$ cat src/rtl/minmax_pkg.sv
package minmax_pkg;

  typedef struct packed {
    logic gt;
    logic eq;
  } cmp_t;

  function automatic cmp_t cmp_leaf(input logic a, input logic b);
    cmp_t r;
    r.gt = a & ~b;
    r.eq = ~(a ^ b);
    return r;
  endfunction

  function automatic cmp_t cmp_merge(input cmp_t hi, input cmp_t lo);
    cmp_t r;
    r.gt = hi.gt | (hi.eq & lo.gt);
    r.eq = hi.eq & lo.eq;
    return r;
  endfunction

  function automatic cmp_t cmp_pad();
    cmp_t r;
    r.gt = 1'b0;
    r.eq = 1'b1;
    return r;
  endfunction

endpackage

$ cat src/rtl/mm_mag_cmp.sv
module mm_mag_cmp
  import minmax_pkg::*;
#(
  parameter int WIDTH = 8
) (
  input  logic [WIDTH-1:0] a_i,
  input  logic [WIDTH-1:0] b_i,
  output logic             gt_o,
  output logic             eq_o
);
  localparam int LEVELS = (WIDTH > 1) ? $clog2(WIDTH) : 1;
  localparam int NODES  = 1 << LEVELS;
  localparam int HEAP   = 2 * NODES - 1;

  cmp_t [HEAP-1:0] heap;

  for (genvar i = 0; i < NODES; i++) begin : g_leaf
    if (i < WIDTH) begin : g_bit
      assign heap[NODES-1+i] = cmp_leaf(a_i[i], b_i[i]);
    end else begin : g_pad
      assign heap[NODES-1+i] = cmp_pad();
    end
  end

  for (genvar n = 0; n < NODES - 1; n++) begin : g_node
    assign heap[n] = cmp_merge(heap[2*n+2], heap[2*n+1]);
  end

  assign gt_o = heap[0].gt;
  assign eq_o = heap[0].eq;
endmodule

$ cat src/rtl/mm_select_ctl.sv
module mm_select_ctl (
  input  logic gt_i,
  input  logic eq_i,
  input  logic mode_min_i,
  output logic pick_x_o
);
  assign pick_x_o = eq_i | (gt_i ^ mode_min_i);
endmodule

$ cat src/rtl/mm_mux2.sv
module mm_mux2 #(
  parameter int WIDTH = 8
) (
  input  logic [WIDTH-1:0] a_i,
  input  logic [WIDTH-1:0] b_i,
  input  logic             sel_a_i,
  output logic [WIDTH-1:0] z_o
);
  for (genvar i = 0; i < WIDTH; i++) begin : g_bit
    assign z_o[i] = sel_a_i ? a_i[i] : b_i[i];
  end
endmodule

$ cat src/rtl/minmax_select.sv
module minmax_select #(
  parameter int WIDTH = 8
) (
  input  logic [WIDTH-1:0] x_i,
  input  logic [WIDTH-1:0] y_i,
  input  logic             mode_min_i,
  output logic [WIDTH-1:0] z_o
);
  logic x_gt_y;
  logic x_eq_y;
  logic pick_x;

  mm_mag_cmp #(.WIDTH(WIDTH)) u_cmp (
    .a_i  (x_i),
    .b_i  (y_i),
    .gt_o (x_gt_y),
    .eq_o (x_eq_y)
  );

  mm_select_ctl u_ctl (
    .gt_i       (x_gt_y),
    .eq_i       (x_eq_y),
    .mode_min_i (mode_min_i),
    .pick_x_o   (pick_x)
  );

  mm_mux2 #(.WIDTH(WIDTH)) u_mux (
    .a_i     (x_i),
    .b_i     (y_i),
    .sel_a_i (pick_x),
    .z_o     (z_o)
  );
endmodule

$ cat config.mk
export PLATFORM = sky130hd
export DESIGN_NAME = minmax_select
export DESIGN_NICKNAME = d
export VERILOG_FILES = /design/src/rtl/minmax_pkg.sv /design/src/rtl/mm_mag_cmp.sv /design/src/rtl/mm_select_ctl.sv /design/src/rtl/mm_mux2.sv /design/src/rtl/minmax_select.sv
export SDC_FILE = /design/constraint.sdc
export NUM_CORES = 1
export LEC_CHECK = 0
export ABC_AREA = 1
export BUFFER_PORTS_ARGS = -buffer_cell sky130_fd_sc_hd__buf_4
export CORE_AREA = 2 2 39 41
export DETAILED_ROUTE_END_ITERATION = 8
export DIE_AREA = 0 0 41 43
export MAX_ROUTING_LAYER = met4
export PLACE_DENSITY = 0.65
export SLEW_MARGIN = 40
export SYNTH_ARGS = -nofsm -noshare
export SYNTH_HDL_FRONTEND = slang
export SYNTH_SLANG_ARGS = --single-unit
$ cat constraint.sdc
create_clock -name vclk -period 2.6
set_input_delay 0.52 -clock vclk [all_inputs]
set_output_delay 0.52 -clock vclk [all_outputs]
set_load 0.1 [all_outputs]
# Yosys cells after proc, flatten, opt, wreduce, memory -nomap -nowiden
# Cells that the tools add are included.
# word_totals
regBits	0
out_inout_bits	8
# classes
muxes	8
n_bitwise	55
# op_table
op	count
$and 1x1->1	22
$not 1->1	16
$xor 1x1->1	9
$mux 1	8
$or 1x1->1	8

# Longest topological paths before layout
# Gate-level depths: netlist (run 1).
# depth
depth_word	11
depth_mapped	12
mapped_depth_nobuf	12

# Modules after synthesis
# Synthesis (run 1) repeated with hierarchy kept, for this count alone.
# hier_totals
hier_cells	68
hier_area_um2	354.1
# by_module_without_submodules
module	instances	cells_per_inst	area_each_um2	seq_area_each_um2
mm_mag_cmp	1	36	225.2	0.0
mm_mux2	1	26	105.1	0.0
mm_select_ctl	1	6	23.8	0.0

# Worst setup path before layout (run 1)
# OpenSTA, ideal clock, no wires.
# synth_timing
path_type	input -> output
startpoint	in y_i[7]
endpoint	out z_o[0]
arrival_time_ns	2.120
path_slack_ns	-0.040
stages	9
path_buffers	0
cell_sequence	inv_1 > ha_1 > nand2_2 > inv_2 > a21oi_4 > nand3_4 > nand3_4 > nand2_1 > nand2_1
# synth_between
elab_chain_cells	9
word_cells_on_any_way	16
# synth_lines
item	line	source
start, declared	minmax_select.sv:5	input logic [WIDTH-1:0] y_i,
$xor 1x1->1	minmax_pkg.sv:11	r.eq = ~(a ^ b);
$not 1->1	minmax_pkg.sv:11	
$and 1x1->1 (on tied branches)	minmax_pkg.sv:17, minmax_pkg.sv:18	
$or 1x1->1, or another cell as far along	minmax_pkg.sv:17	r.gt = hi.gt | (hi.eq & lo.gt);
$or 1x1->1 / $and 1x1->1 (equally long branches)	minmax_pkg.sv:17	
$or 1x1->1	minmax_pkg.sv:17	
$xor 1x1->1	mm_select_ctl.sv:7	assign pick_x_o = eq_i | (gt_i ^ mode_min_i);
$or 1x1->1 *	mm_select_ctl.sv:7	
$mux 1 *	mm_mux2.sv:10	assign z_o[i] = sel_a_i ? a_i[i] : b_i[i];
end, declared	minmax_select.sv:7	output logic [WIDTH-1:0] z_o
# Every way passes the cells marked *; elsewhere a longest branch is shown, timed or not.

# Worst setup path in the final report (run 1)
# layout_timing
startpoint	in x_i[7]
endpoint	out z_o[1]
# layout_between
elab_chain_cells	9
word_cells_on_any_way	15
# layout_lines
item	line	source
start, declared	minmax_select.sv:4	input logic [WIDTH-1:0] x_i,
$xor 1x1->1	minmax_pkg.sv:11	
$not 1->1	minmax_pkg.sv:11	
$and 1x1->1 (on tied branches)	minmax_pkg.sv:17, minmax_pkg.sv:18	
$or 1x1->1, or another cell as far along	minmax_pkg.sv:17	
$or 1x1->1 / $and 1x1->1 (equally long branches)	minmax_pkg.sv:17	
$or 1x1->1	minmax_pkg.sv:17	
$xor 1x1->1	mm_select_ctl.sv:7	
$or 1x1->1 *	mm_select_ctl.sv:7	
$mux 1 *	mm_mux2.sv:10	
# Marked as above.

==> results of run 1 <==
cell families (layout without fill, tap and decap cells):
kind of cell,Yosys count,count (layout)
buf+inv,14,39
fa+ha+maj,8,8
simple gates,42,42
compound gates,2,2
cells in the final DEF, fill, tap and decap left out, drive strengths merged:
cell type  instances
inv               14
ha                 8
a21oi              2
nand4              9
nand3              2
nor2               1
nand2             30
buf               25
critical path: stages:
cell and delay, ps:
buf_4 110, ha_1 320, nand2_2 110, inv_2 50, a21oi_4 180, nand3_4 150
nand3_4 150, nand2_1 90, nand2_2 70, buf_6 220
Yosys cell counts:
library cell  instances
nand2_1              26
inv_1                10
ha_1                  8
nand4_1               8
inv_2                 4
nand2_2               3
nand3_4               2
a21oi_1               1
a21oi_4               1
nand2_4               1
nand4_4               1
nor2_4                1
stage by stage:
step | hold WS [ps] | utilization, %
6_report | 1440 | 48.9
3_3_place_gp | 1480 | 46.7
2_1_floorplan | 1400 | -
4_1_cts | 1490 | 46.7
5_1_grt | 1450 | 48.9
3_5_place_dp | 1480 | 46.7
per-layer routing:
metal | vias up | routed length (um)
met5 | - | 0
met4 | 0 | 0
li1 | 268 | -
met3 | 0 | 45
met1 | 195 | 423
met2 | 10 | 502
power breakdown:
| part | internal, mW | total [mW] | switching [mW] |
|---|---|---|---|
| logic | 0.0838 | 0.288 | 0.204 |
| clock network | 0 | 0 | 0 |
| registers | 0 | 0 | 0 |
| total | 0.0838 | 0.288 | 0.204 |
worst max-delay path by stage:
stage / to / slack, ps / cells past startpoint
2_1_floorplan: z_o[0] / 210 / 9
3_3_place_gp: z_o[0] / 80 / 10
3_5_place_dp: z_o[1] / 50 / 10
4_1_cts: z_o[1] / 50 / 10
5_1_grt: z_o[1] / 20 / 10
6_report: z_o[1] / 100 / 10
area by class of cell:
type | count | area [um^2] | area share, %
inverters | 14 | 52.6 | 7.76
multi-input cells | 52 | 387 | 57.1
well taps | 16 | 20.0 | 2.96
repair buffers | 25 | 218 | 32.2
==> impl_results.rst, run 1 <==
.. list-table::
   :header-rows: 1

   * - Metric
     - Value
   * - Startpoint class of the critical path
     - primary input
   * - Run status
     - completed
   * - Global routing met1 resource utilization
     - 16.5%
   * - Sequential cell area fraction in the yosys report
     - 0%
   * - Syn nets
     - 91
   * - Fill cells
     - around 150
   * - Worst VDD drop
     - approximately 0.0002 V
   * - Maximum operating frequency
     - ~400 MHz
   * - Number of top-level pins
     - 25
   * - Residual overflow from global routing
     - 0
   * - Number of max-slew violations in the final report
     - 0
   * - Post-synthesis simple-gate area fraction
     - about three fifths
   * - Initial core utilization
     - between 30% and 40%
   * - Dominant combinational cell family by area after synthesis
     - simple AND/OR/NAND/NOR gates
   * - Multiplexer share of the synthesized area
     - 0%
   * - Seq_cells
     - 0
   * - Number of violations reported at the end of detailed-routing iteration 0
     - 0
   * - Post-cts sizing count
     - 0
   * - Compound-cell area share of the yosys netlist
     - roughly 5.1%
   * - Die extent in x
     - a little over 40 um
   * - Fraction of layout instances using a drive strength above 1
     - between 50% and 60%
   * - Data required time at the worst endpoint
     - between 2000 and 2500 ps
   * - Met3 capacity usage during global routing
     - 0%
   * - Worst setup path class
     - in -> out
   * - Worst slack after detailed placement
     - between 50 and 60 ps
   * - First-pass GRT wire length
     - between 1.5 and 2 mm
   * - Number of placement rows
     - 14
   * - Count of placed standard cells including taps
     - approximately 110
   * - Arithmetic-cell share of the synthesized area counting full adders, half adders and majority gates
     - between 20% and 30%
   * - Routability congestion estimate
     - roughly 0.74
   * - Total DRC errors in the routed layout
     - 0
   * - Fraction of the cycle the final worst path needs
     - 96.0%
   * - Post-cts hold buffer count
     - 0
   * - Final min period
     - 2500 ps
   * - Area growth, synth to finish
     - 61.5%
   * - Post-Place Cell Area
     - around 650 um^2
   * - Avg WL per Cell
     - just over 9 um
   * - Clock Buffer Count
     - 0
   * - Worst min-delay path category
     - in -> out
   * - Critical hold path startpoint
     - x_i[4]
   * - Final sum of negative setup slack
     - 0 ps
   * - Final Instance Area
     - 677 um^2
   * - Terminating pin of the worst hold path
     - z_o[4]
   * - Pleak
     - just under 0.4 nW
   * - Routed via count divided by cell count
     - between 4 and 5
   * - Global-route met2 utilization
     - roughly a fifth
   * - Number of antenna repair diodes
     - 0
   * - Synth Area per Inst
     - between 6 and 7 um^2
   * - Top Usage Layer GRT
     - met2
   * - Number of iterations in the first detailed-routing pass
     - 1
   * - Vias
     - between 400 and 500
   * - Biggest area contributors in the synthesized netlist
     - ha_1 24%, nand2_1 23%, nand4_1 12%
   * - Highest net fanout along the worst path
     - 9
   * - Number of buffers inserted by port buffering
     - 25
   * - Crit path from
     - x_i[7]
   * - Vias in the first global route
     - a little over 400
   * - Die area
     - between 0.0015 and 0.002 mm^2
   * - Setup repair after global routing missed its margin
     - false
   * - Post-Synth XOR/XNOR Area
     - 0%
   * - Synthesized instance count
     - 66
   * - Slew HR
     - between 80% and 90%
   * - Die Height
     - 43 um
   * - Number of buffers added for setup after CTS
     - 0
   * - Library cells used by synthesis
     - 12
   * - Final antenna-violating net count
     - 0
   * - Hold path depth
     - 4
   * - Worst Tran Pin Value
     - 202 ps
   * - Number of nets in the layout
     - about 120
   * - WP data arrival
     - 1980 ps
   * - Drt total wl
     - roughly 970 um
   * - Power, Total
     - ~290 uW
   * - Maximum number of pins on one net before global-route repair
     - 10
   * - Final HPWL from detailed placement
     - 890 um
   * - Worst path setup slack after routing
     - 104 ps
   * - Count of maximum capacitance violations
     - 0
   * - Post-route non-filler standard cell count
     - 107
   * - Area of the placeable core
     - approximately 0.0014 mm^2
   * - Area share of the largest cell type after synthesis
     - around a quarter
   * - Setup violations, final
     - 0
   * - Power per standard cell area
     - 425 mW/mm^2
   * - Biggest area consumer among synthesized cells
     - ha_1
   * - Synth Warn #
     - 0
   * - Total count of hold-check failures in the final report
     - 0
   * - Tot GR Track Use
     - between 10 and 15%
   * - Sequential standard cell area
     - 0 um^2
   * - Crit. End Element
     - output pin
   * - Netlist area before placement
     - 419 um^2
   * - Antenna violations before repair
     - 0
Power figures use the tool's default switching activity.
==> run 2: changes to the inputs <==
--- a/config.mk
+++ b/config.mk
@@ -12,2 +12,3 @@
 export DIE_AREA = 0 0 41 43
+export GPL_ROUTABILITY_DRIVEN = 0
 export MAX_ROUTING_LAYER = met4
==> constraint.sdc (replaced) <==
create_clock -name vclk -period 2.6
set_input_delay 0.52 -clock vclk [all_inputs]
set_output_delay 0.52 -clock vclk [all_outputs]
set_load 0.005 [all_outputs]
==> run 2 against run 1 <==
Worst hold slack got worse by 140 ps. Non-clock buffer count did not move. Die area did not move. Sequential share of layout area did not move. Wire length rose by 0.31%. Global-route usage fell by 1.6 points. Via count rose by 5.1%. Final area fell by 7.4%. Sequential cell count did not move. Cell count did not move. First-iteration DRC count rose by 2. Critical path depth rose by 1. Largest cell class unchanged.
==> impl_results.rst, run 2 (synthesis gave the netlist of run 1 again) <==
.. list-table::
   :header-rows: 1

   * - Metric
     - Value
   * - Run status
     - completed
   * - Most common library cell in the layout ignoring fill and taps
     - nand2_1
   * - Final HPWL from detailed placement
     - 838 um
   * - Seq_cells
     - 0
   * - Routed via count divided by cell count
     - ~4.6
   * - Worst VDD drop
     - 0.0000787 V
   * - Slew HR
     - between 80% and 90%
   * - Setup violations, final
     - 0
   * - Number of placement rows
     - 14
   * - Post-route non-filler standard cell count
     - 107
   * - Die area
     - approximately 0.0018 mm^2
   * - Number of max-slew violations in the final report
     - 0
   * - Fraction of layout instances using a drive strength above 1
     - a little over two fifths
   * - WP data arrival
     - about 1900 ps
   * - Worst setup path class
     - in -> out
   * - Clock Buffer Count
     - 0
   * - Total DRC errors in the routed layout
     - 0
   * - Final antenna-violating net count
     - 0
   * - Sequential standard cell area
     - 0 um^2
   * - Maximum number of pins on one net before global-route repair
     - 10
   * - Die Height
     - between 40 and 50 um
   * - First-pass GRT wire length
     - ~1.4 mm
   * - Final min period
     - 2420 ps
   * - Number of buffers added for setup after CTS
     - 0
   * - Worst min-delay path category
     - in -> out
   * - Antenna violations before repair
     - 0
   * - Most frequent cells in the layout
     - 26 x nand2_1, 25 x buf_4, 10 x inv_1
   * - Worst Tran Pin Value
     - 176 ps
   * - Pleak
     - roughly 0.39 nW
   * - Number of nets in the layout
     - between 100 and 150
   * - Number of buffers inserted by port buffering
     - 25
   * - Vias
     - between 400 and 500
   * - Core occupancy in the finished layout
     - 45.3%
   * - Power per standard cell area
     - about 210 mW/mm^2
   * - Chain of cells forming the critical path
     - buf_4 > ha_1 > nand2_2 > inv_2 > a21oi_4 > nand2_2 > nand2_4 > nand3_4 > nand2_1 > nand2_1 > buf_4
   * - Count of placed standard cells including taps
     - between 100 and 150
   * - Startpoint class of the critical path
     - primary input
   * - Highest net fanout along the worst path
     - 9
   * - Residual overflow from global routing
     - 0
   * - Initial core utilization
     - approximately 30%
   * - Crit. End Element
     - output pin
   * - Avg WL per Cell
     - 9.09 um
   * - Number of iterations in the first detailed-routing pass
     - 4
   * - Post-cts sizing count
     - 0
   * - Die extent in x
     - 41 um
   * - Vias in the first global route
     - between 300 and 400
   * - Drt total wl
     - just under 1 mm
   * - Maximum operating frequency
     - between 400 and 500 MHz
   * - Count of buffering cells on the critical path with inverters included
     - 3
   * - Final-layout worst hold slack
     - ~1300 ps
   * - Cell family with the largest share of critical-path delay
     - simple AND/OR/NAND/NOR gates
   * - Number of violations reported at the end of detailed-routing iteration 0
     - 2
   * - Cell type of the slowest stage on the worst timing path
     - ha_1
   * - Area growth, synth to finish
     - 49.6%
   * - Data required time at the worst endpoint
     - roughly 2100 ps
   * - Total count of hold-check failures in the final report
     - 0
   * - Setup repair after global routing missed its margin
     - false
   * - Number of top-level pins
     - 25
   * - Count of maximum capacitance violations
     - 0
   * - Worst path max stage delay
     - 310 ps
   * - Final sum of negative setup slack
     - 0 ps
   * - Tot GR Track Use
     - between 10% and 20%
   * - Fraction of the cycle the final worst path needs
     - 92.9%
   * - Area of the placeable core
     - approximately 0.0014 mm^2
   * - Post-cts hold buffer count
     - 0
   * - Number of antenna repair diodes
     - 0
## run 2: cell counts in the layout (fill, tap and decap cells not counted)
Identical to the previous run, type by type.
## run 2: layout make-up
class,count,area (um^2)
fillers,147,757
inverters,14,52.6
multi-input cells,52,367
well taps,16,20.0
repair buffers,25,188
## run 2: worst paths after layout
| check | start | end | slack (ps) | cells past startpoint |
|---|---|---|---|---|
| max | x_i[7] | z_o[2] | 180 | 11 |
| min | x_i[1] | z_o[1] | 1310 | 4 |
## run 2: through the flow
step	setup slack, ps	area (um^2)	power, mW
floorplan	527	419	0.0744
global placement	210	627	0.134
detailed placement	185	627	0.136
CTS	179	627	0.136
global route	86.9	627	0.148
finish	185	627	0.134
## run 2: where the power goes
part | switching (mW) | total [mW] | internal [mW]
logic | 0.0670 | 0.134 | 0.0671
registers | 0 | 0 | 0
clock network | 0 | 0 | 0
## run 2: metal layers
layer  part of all wire [%]  global-route usage [%]
met1                     43                    13.3
met2                     52                    19.4
met3                    4.9                       0
met4                      0                       0
met5                      0                       -
